--- config.mk ---
export PLATFORM = sky130hd
export DESIGN_NAME = softstart_seq
export DESIGN_NICKNAME = d
export VERILOG_FILES = /design/src/rtl/softstart_pkg.sv /design/src/rtl/ss_tick_cnt.sv /design/src/rtl/ss_limit_steps.sv /design/src/rtl/softstart_seq.sv
export SDC_FILE = /design/constraint.sdc
export NUM_CORES = 1
export LEC_CHECK = 0
export BUFFER_PORTS_ARGS = -buffer_cell sky130_fd_sc_hd__buf_2
export CORE_UTILIZATION = 55
export DETAILED_ROUTE_END_ITERATION = 7
export PLACE_DENSITY_LB_ADDON = 0.05
export SYNTH_ARGS = -nofsm -noshare
export SYNTH_HDL_FRONTEND = slang
export SYNTH_SLANG_ARGS = --single-unit
export TNS_END_PERCENT = 1
--- constraint.sdc ---
create_clock -name clk -period 7.7 [get_ports clk]
set_input_delay 1.155 -clock clk [delete_from_list [all_inputs] [get_ports clk]]
set_output_delay 1.155 -clock clk [all_outputs]
set_load 0.02 [all_outputs]
--- src/rtl/softstart_pkg.sv ---
package softstart_pkg;
  typedef enum logic [2:0] {
    S_IDLE   = 3'd0,
    S_WAIT   = 3'd1,
    S_RAMP   = 3'd2,
    S_CHARGE = 3'd3,
    S_RUN    = 3'd4,
    S_FAULT  = 3'd5
  } ss_state_t;
endpackage

--- src/rtl/ss_tick_cnt.sv ---
// Counts timebase ticks since the last clear; done_o flags the tick that
// brings the count to the limit (a limit of zero behaves as one).
module ss_tick_cnt #(
  parameter int W = 16
) (
  input  logic         clk,
  input  logic         rst,
  input  logic         clear_i,
  input  logic         tick_i,
  input  logic [W-1:0] limit_i,
  output logic         done_o
);
  logic [W-1:0] cnt_q;
  logic [W:0]   cnt_inc;

  assign cnt_inc = {1'b0, cnt_q} + {{W{1'b0}}, 1'b1};
  assign done_o  = tick_i && (cnt_inc >= {1'b0, limit_i});

  always_ff @(posedge clk) begin
    if (rst || clear_i)
      cnt_q <= '0;
    else if (tick_i && !done_o)
      cnt_q <= cnt_inc[W-1:0];
  end
endmodule

--- src/rtl/ss_limit_steps.sv ---
// Builds the ramp limit codes: entry k is floor((k+1) * start / N_STEPS).
module ss_limit_steps #(
  parameter int LIM_W   = 10,
  parameter int N_STEPS = 3
) (
  input  logic [LIM_W-1:0] ilim_start_i,
  output logic [LIM_W-1:0] codes_o [N_STEPS]
);
  localparam int MW = LIM_W + $clog2(N_STEPS + 1);

  for (genvar k = 0; k < N_STEPS; k++) begin : g_step
    logic [MW-1:0] prod;
    logic [MW-1:0] quot;
    assign prod       = MW'(ilim_start_i) * MW'(k + 1);
    assign quot       = prod / MW'(N_STEPS);
    assign codes_o[k] = quot[LIM_W-1:0];
  end
endmodule

--- src/rtl/softstart_seq.sv ---
module softstart_seq
  import softstart_pkg::*;
#(
  parameter int LIM_W   = 10,
  parameter int VOUT_W  = 12,
  parameter int STEP_W  = 16,
  parameter int TO_W    = 20,
  parameter int N_STEPS = 3
) (
  input  logic              clk,
  input  logic              rst,
  input  logic              abort_i,
  input  logic              start_i,
  input  logic              vin_ok_i,
  input  logic              tj_ok_i,
  input  logic              tick_i,
  input  logic [VOUT_W-1:0] vout_code_i,
  input  logic [VOUT_W-1:0] vout_start_i,
  input  logic [LIM_W-1:0]  ilim_start_i,
  input  logic [LIM_W-1:0]  ilim_run_i,
  input  logic [STEP_W-1:0] step_ticks_i,
  input  logic [TO_W-1:0]   timeout_ticks_i,
  output logic [LIM_W-1:0]  ilim_o,
  output logic              max_on_o,
  output logic              loop_en_o,
  output logic              uv_fault_o,
  output logic              uvp_arm_o
);
  localparam int IDX_W = (N_STEPS > 1) ? $clog2(N_STEPS) : 1;
  localparam logic [IDX_W-1:0] LAST_IDX = IDX_W'(N_STEPS - 1);

  ss_state_t        state_q, state_n;
  logic [IDX_W-1:0] idx_q, idx_n;
  logic [LIM_W-1:0] step_codes [N_STEPS];
  logic [LIM_W-1:0] ilim_n;
  logic             step_done, to_done;
  logic             step_clear, to_clear;
  logic             vout_reached;

  assign vout_reached = (vout_code_i >= vout_start_i);
  assign step_clear   = (state_q != S_RAMP) || step_done;
  assign to_clear     = (state_q != S_RAMP) && (state_q != S_CHARGE);

  ss_limit_steps #(.LIM_W(LIM_W), .N_STEPS(N_STEPS)) u_codes (
    .ilim_start_i (ilim_start_i),
    .codes_o      (step_codes)
  );

  ss_tick_cnt #(.W(STEP_W)) u_step_cnt (
    .clk     (clk),
    .rst     (rst),
    .clear_i (step_clear),
    .tick_i  (tick_i),
    .limit_i (step_ticks_i),
    .done_o  (step_done)
  );

  ss_tick_cnt #(.W(TO_W)) u_to_cnt (
    .clk     (clk),
    .rst     (rst),
    .clear_i (to_clear),
    .tick_i  (tick_i),
    .limit_i (timeout_ticks_i),
    .done_o  (to_done)
  );

  always_comb begin
    state_n = state_q;
    idx_n   = idx_q;
    if (abort_i) begin
      state_n = S_IDLE;
      idx_n   = '0;
    end else begin
      unique case (state_q)
        S_IDLE:   if (start_i) state_n = S_WAIT;
        S_WAIT:   if (vin_ok_i && tj_ok_i) begin
                    state_n = S_RAMP;
                    idx_n   = '0;
                  end
        S_RAMP:   if (to_done) state_n = S_FAULT;
                  else if (step_done) begin
                    if (idx_q == LAST_IDX) state_n = S_CHARGE;
                    else                   idx_n   = idx_q + 1'b1;
                  end
        S_CHARGE: if (vout_reached) state_n = S_RUN;
                  else if (to_done) state_n = S_FAULT;
        S_RUN:    state_n = S_RUN;
        S_FAULT:  state_n = S_FAULT;
        default:  state_n = S_IDLE;
      endcase
    end
  end

  always_comb begin
    unique case (state_n)
      S_RAMP:   ilim_n = step_codes[idx_n];
      S_CHARGE: ilim_n = ilim_start_i;
      S_RUN:    ilim_n = ilim_run_i;
      default:  ilim_n = '0;
    endcase
  end

  always_ff @(posedge clk) begin
    if (rst) begin
      state_q    <= S_IDLE;
      idx_q      <= '0;
      ilim_o     <= '0;
      max_on_o   <= 1'b0;
      loop_en_o  <= 1'b0;
      uv_fault_o <= 1'b0;
      uvp_arm_o  <= 1'b0;
    end else begin
      state_q    <= state_n;
      idx_q      <= idx_n;
      ilim_o     <= ilim_n;
      max_on_o   <= (state_n == S_CHARGE);
      loop_en_o  <= (state_n == S_RUN);
      uv_fault_o <= (state_n == S_FAULT);
      uvp_arm_o  <= (state_n == S_RUN);
    end
  end
endmodule

==> results.txt <==
The flow ran to the end, and the final reports show no timing, DRC or antenna violations. Across every metal layer, demand over resource in global routing totals approximately a quarter. The number of antenna-violating nets in the routed design came out at 0. The netlist uses 75 different library cells. Entering global routing, the biggest net connects 27 pins. The switching part of the total is a little under a third. Sequential cells burn around 47% of the power. The internal portion of total power came out at ~410 uW.

The die covers between 10000 and 15000 sq um. Ranked by instance count, the synthesized netlist is headed by sky130_fd_sc_hd__nor2_1 (77), sky130_fd_sc_hd__inv_1 (60), sky130_fd_sc_hd__dfxtp_1 (54), sky130_fd_sc_hd__ha_1 (54), sky130_fd_sc_hd__nand2_1 (52). The row count came out at 35. The count of endpoints failing setup in the final report came out at 0.

The count of non-filler cells in the finished layout came out at about 920. The share of post-route cells with drive strength above 1 is 15.7%. The share of synthesized registers carrying an async set or reset came out at 0%. For this configuration, the core starts out at a cell density of around 58%. The count of clock tree sinks came out at 54. The total CTS buffers came out at 5. The final route contains about 5300 vias. The final routed DRC violation total came out at 0.

The normalized max-slew margin is 43.8%. Synthesis produced a netlist with a net count of about 860. The post-detailed-route via-to-cell ratio is about 5.7.

The final period demand of the worst path came out at roughly 5.5 ns. The H-tree depth is 2. The final RePlAce weighted congestion is around 0.93.

The min-delay analysis places its worst path in the category reg -> reg. STA classifies the critical path startpoint as a flop. For this run, the leading register cell type out of synthesis is sky130_fd_sc_hd__dfxtp_1.

After layout, the worst path uses about 70% of the clock period. The number of synthesized register bits came out at 54. The core footprint is 9330 sq um. The via count of the first global-routing pass came out at ~4800. The number of flops mapped to enable cells by yosys is 0.

The synthesized design spends more area on one cell type than any other, namely sky130_fd_sc_hd__dfxtp_1. The total number of nets in the final design is just over 900. The average detailed-routed wire length per instance came out at between 10 and 15 um. sky130_fd_sc_hd__nor2_1 is the most common cell in the netlist. The post-CTS setup buffer count is 0. The routed wire length is approximately 13000 um.

The number of antenna violations at the first check in global routing came out at 0. The floorplan step set the die height to between 100 and 150 um. The max-capacitance violation count is 0. After technology mapping, the gate count stands at 715.

The source-to-sink clock delay at the later pin of the worst-skew pair is 0.31 ns. At the pin with the least slew margin, the transition time is ~0.84 ns. The total global routing overflow is 0. The number of hold buffers added after CTS came out at 0. The clock passes through at most 2 buffers. Clock-pin slew was measured on the worst setup and hold paths at roughly 0.1 ns. The final-report max-slew violation count came out at 0.

From left edge to right edge, the die measures roughly 100 um. Setup repair after global routing left no endpoint under its margin. The signal arrival time at the worst endpoint is 5.79 ns.

The largest vdd supply drop came out at 0.0000817 V. The area share of the largest cell type after synthesis came out at around 20%. The number of antenna cells inserted came out at 0. The final hold violation count came out at 0. TritonCTS built the clock tree. Input and output buffers added on the ports amount to 100. In the final timing run, aggregate negative setup slack is 0 ns.

just over 100 I/O pins were placed. The required arrival time at the worst endpoint is approximately 8 ns. The mapped netlist covers roughly 5400 sq um. For this run, the share of the core covered by cells in the final layout is a little under two thirds. Timing analysis after detailed placement gives a worst setup slack of 2.19 ns.

The number of synthesis warnings came out at 0. The sequential share of the synthesized area came out at between 20% and 30%. By area the synthesized netlist is led by sky130_fd_sc_hd__dfxtp_1 (20%), sky130_fd_sc_hd__ha_1 (13%), sky130_fd_sc_hd__xor2_1 (5.7%). The first detailed-routing pass took 5 iterations.

The least setup slack across all paths after layout came out at approximately 2.2 ns. The combinational group share of total power came out at ~27%. The filler cells instantiated in the layout total approximately 910. The wire length of the first global-routing pass came out at 21300 um. The critical path is of the reg -> reg type. Clock tree synthesis selected as its root buffer the cell sky130_fd_sc_hd__clkbuf_8.

The leakage power figure came out at between 2 and 3 nW. The number of placed cells counting well taps is approximately 900. STA classifies the critical path endpoint as a flop. The critical-path maximum fanout came out at 18.

The number of gates resized after CTS came out at 0. For the final database, setup skew stands at approximately 0.007 ns. The switching power of the nets came out at 188 uW.

The clock share of power is approximately a quarter. The mean instance size in the synthesized netlist came out at roughly 7.5 sq um. The sum of net half-perimeters after detailed placement is 9870 um.

The count of routing violations after the opening detailed-route iteration is between 200 and 250. The maximum achievable frequency came out at around 0.18 GHz. The power per standard cell area is a little over 100 nW/um^2.

From synthesis to final layout, the design area changed by 11.0%.
-- cell families after synthesis --
group                    Yosys count  synth area share, %
AO/OA/AOI/OAI                    173                 22.5
XOR/XNOR                          65                 10.6
adder cells (fa/ha/maj)           54                 12.6
buffers and inverters             97                 7.46
flip-flops                        54                 20.2
multiplexers                      11                 2.45
AND/OR/NAND/NOR                  261                 24.2
-- through the flow --
| stage | cell area (sq um) | total power, mW | hold slack, ns |
|---|---|---|---|
| after CTS | 5960 | 0.604 | 0.493 |
| after detailed placement | 5870 | 0.446 | 0.480 |
| after global placement | 5870 | 0.441 | 0.461 |
| final | 5960 | 0.600 | 0.492 |
| after floorplan | 5360 | 0.397 | 0.449 |
| after global routing | 5960 | 0.637 | 0.548 |
-- placed cells by master, fill, tap and decap left out, types with 11 or more instances in the layout --
cell type	instances
sky130_fd_sc_hd__a21o_1	14
sky130_fd_sc_hd__a21oi_1	36
sky130_fd_sc_hd__a31oi_1	11
sky130_fd_sc_hd__and3_1	16
sky130_fd_sc_hd__buf_2	100
sky130_fd_sc_hd__dfxtp_1	54
sky130_fd_sc_hd__ha_1	54
sky130_fd_sc_hd__inv_1	60
sky130_fd_sc_hd__nand2_1	52
sky130_fd_sc_hd__nand3_1	23
sky130_fd_sc_hd__nor2_1	77
sky130_fd_sc_hd__nor2b_1	13
sky130_fd_sc_hd__nor3_1	18
sky130_fd_sc_hd__o21ai_0	26
sky130_fd_sc_hd__xnor2_1	30
sky130_fd_sc_hd__xor2_1	35
-- per-layer routing --
| layer | vias to the layer above | global-route usage [%] | part of all wire [%] |
|---|---|---|---|
| met1 | 2440 | 33.1 | 47 |
| li1 | 2683 | - | - |
| met4 | 0 | 6.35 | 1.1 |
| met5 | - | 0 | 0 |
| met2 | 143 | 45.8 | 48 |
| met3 | 10 | 2.15 | 3.5 |
-- critical path, cell delays in order, from the launching register on --
cell and delay (ns):
sky130_fd_sc_hd__dfxtp_1 0.43, sky130_fd_sc_hd__nand4_1 0.15, sky130_fd_sc_hd__nor3_1 0.36, sky130_fd_sc_hd__and3_1 0.27, sky130_fd_sc_hd__and3_1 0.22, sky130_fd_sc_hd__and3_1 0.21, sky130_fd_sc_hd__and3_1 0.22, sky130_fd_sc_hd__and3_1 0.25
sky130_fd_sc_hd__xor2_1 0.09, sky130_fd_sc_hd__ha_1 0.19, sky130_fd_sc_hd__or3_1 0.36, sky130_fd_sc_hd__a221o_1 0.27, sky130_fd_sc_hd__a41o_1 0.24, sky130_fd_sc_hd__a221oi_4 0.41, sky130_fd_sc_hd__and3_1 0.39, sky130_fd_sc_hd__mux2i_4 0.61
sky130_fd_sc_hd__mux2_4 0.34, sky130_fd_sc_hd__or3_1 0.32, sky130_fd_sc_hd__a21oi_1 0.12
-- power groups by stage --
stage	logic [mW]	clock network, mW	registers, mW
floorplan	0.111	0	0.287
global placement	0.154	0	0.287
finish	0.161	0.160	0.280
CTS	0.160	0.164	0.280
global route	0.180	0.177	0.280
detailed placement	0.159	0	0.287
-- layout make-up --
class / instances / area (sq um) / share of cell area [%]
multi-input cells: 564 / 3880 / 65.2
inverters: 61 / 229 / 3.84
clock inverters: 2 / 13.8 / 0.231
clock buffers: 6 / 72.6 / 1.22
flip-flops and latches: 54 / 1080 / 18.2
well taps: 129 / 161 / 2.71
repair buffers: 102 / 515 / 8.66
-- flip-flops by register name, indices dropped and copies added, names as in the netlist --
signal and count:
idx_q 2, ilim_o 10, max_on_o 1, state_q 3, u_step_cnt.cnt_q 16, u_to_cnt.cnt_q 20
uv_fault_o 1, uvp_arm_o 1
-- path summary, 6_finish.rpt --
path                  startpoint                  end  slack, ns  cells after the start
max            u_to_cnt.cnt_q[3]            ilim_o[5]       2.16                     18
min          u_step_cnt.cnt_q[1]  u_step_cnt.cnt_q[1]       0.49                      2
max reg2reg    u_to_cnt.cnt_q[3]            ilim_o[5]       2.16                     18
min reg2reg  u_step_cnt.cnt_q[1]  u_step_cnt.cnt_q[1]       0.49                      2
Power figures use the tool's default switching activity.
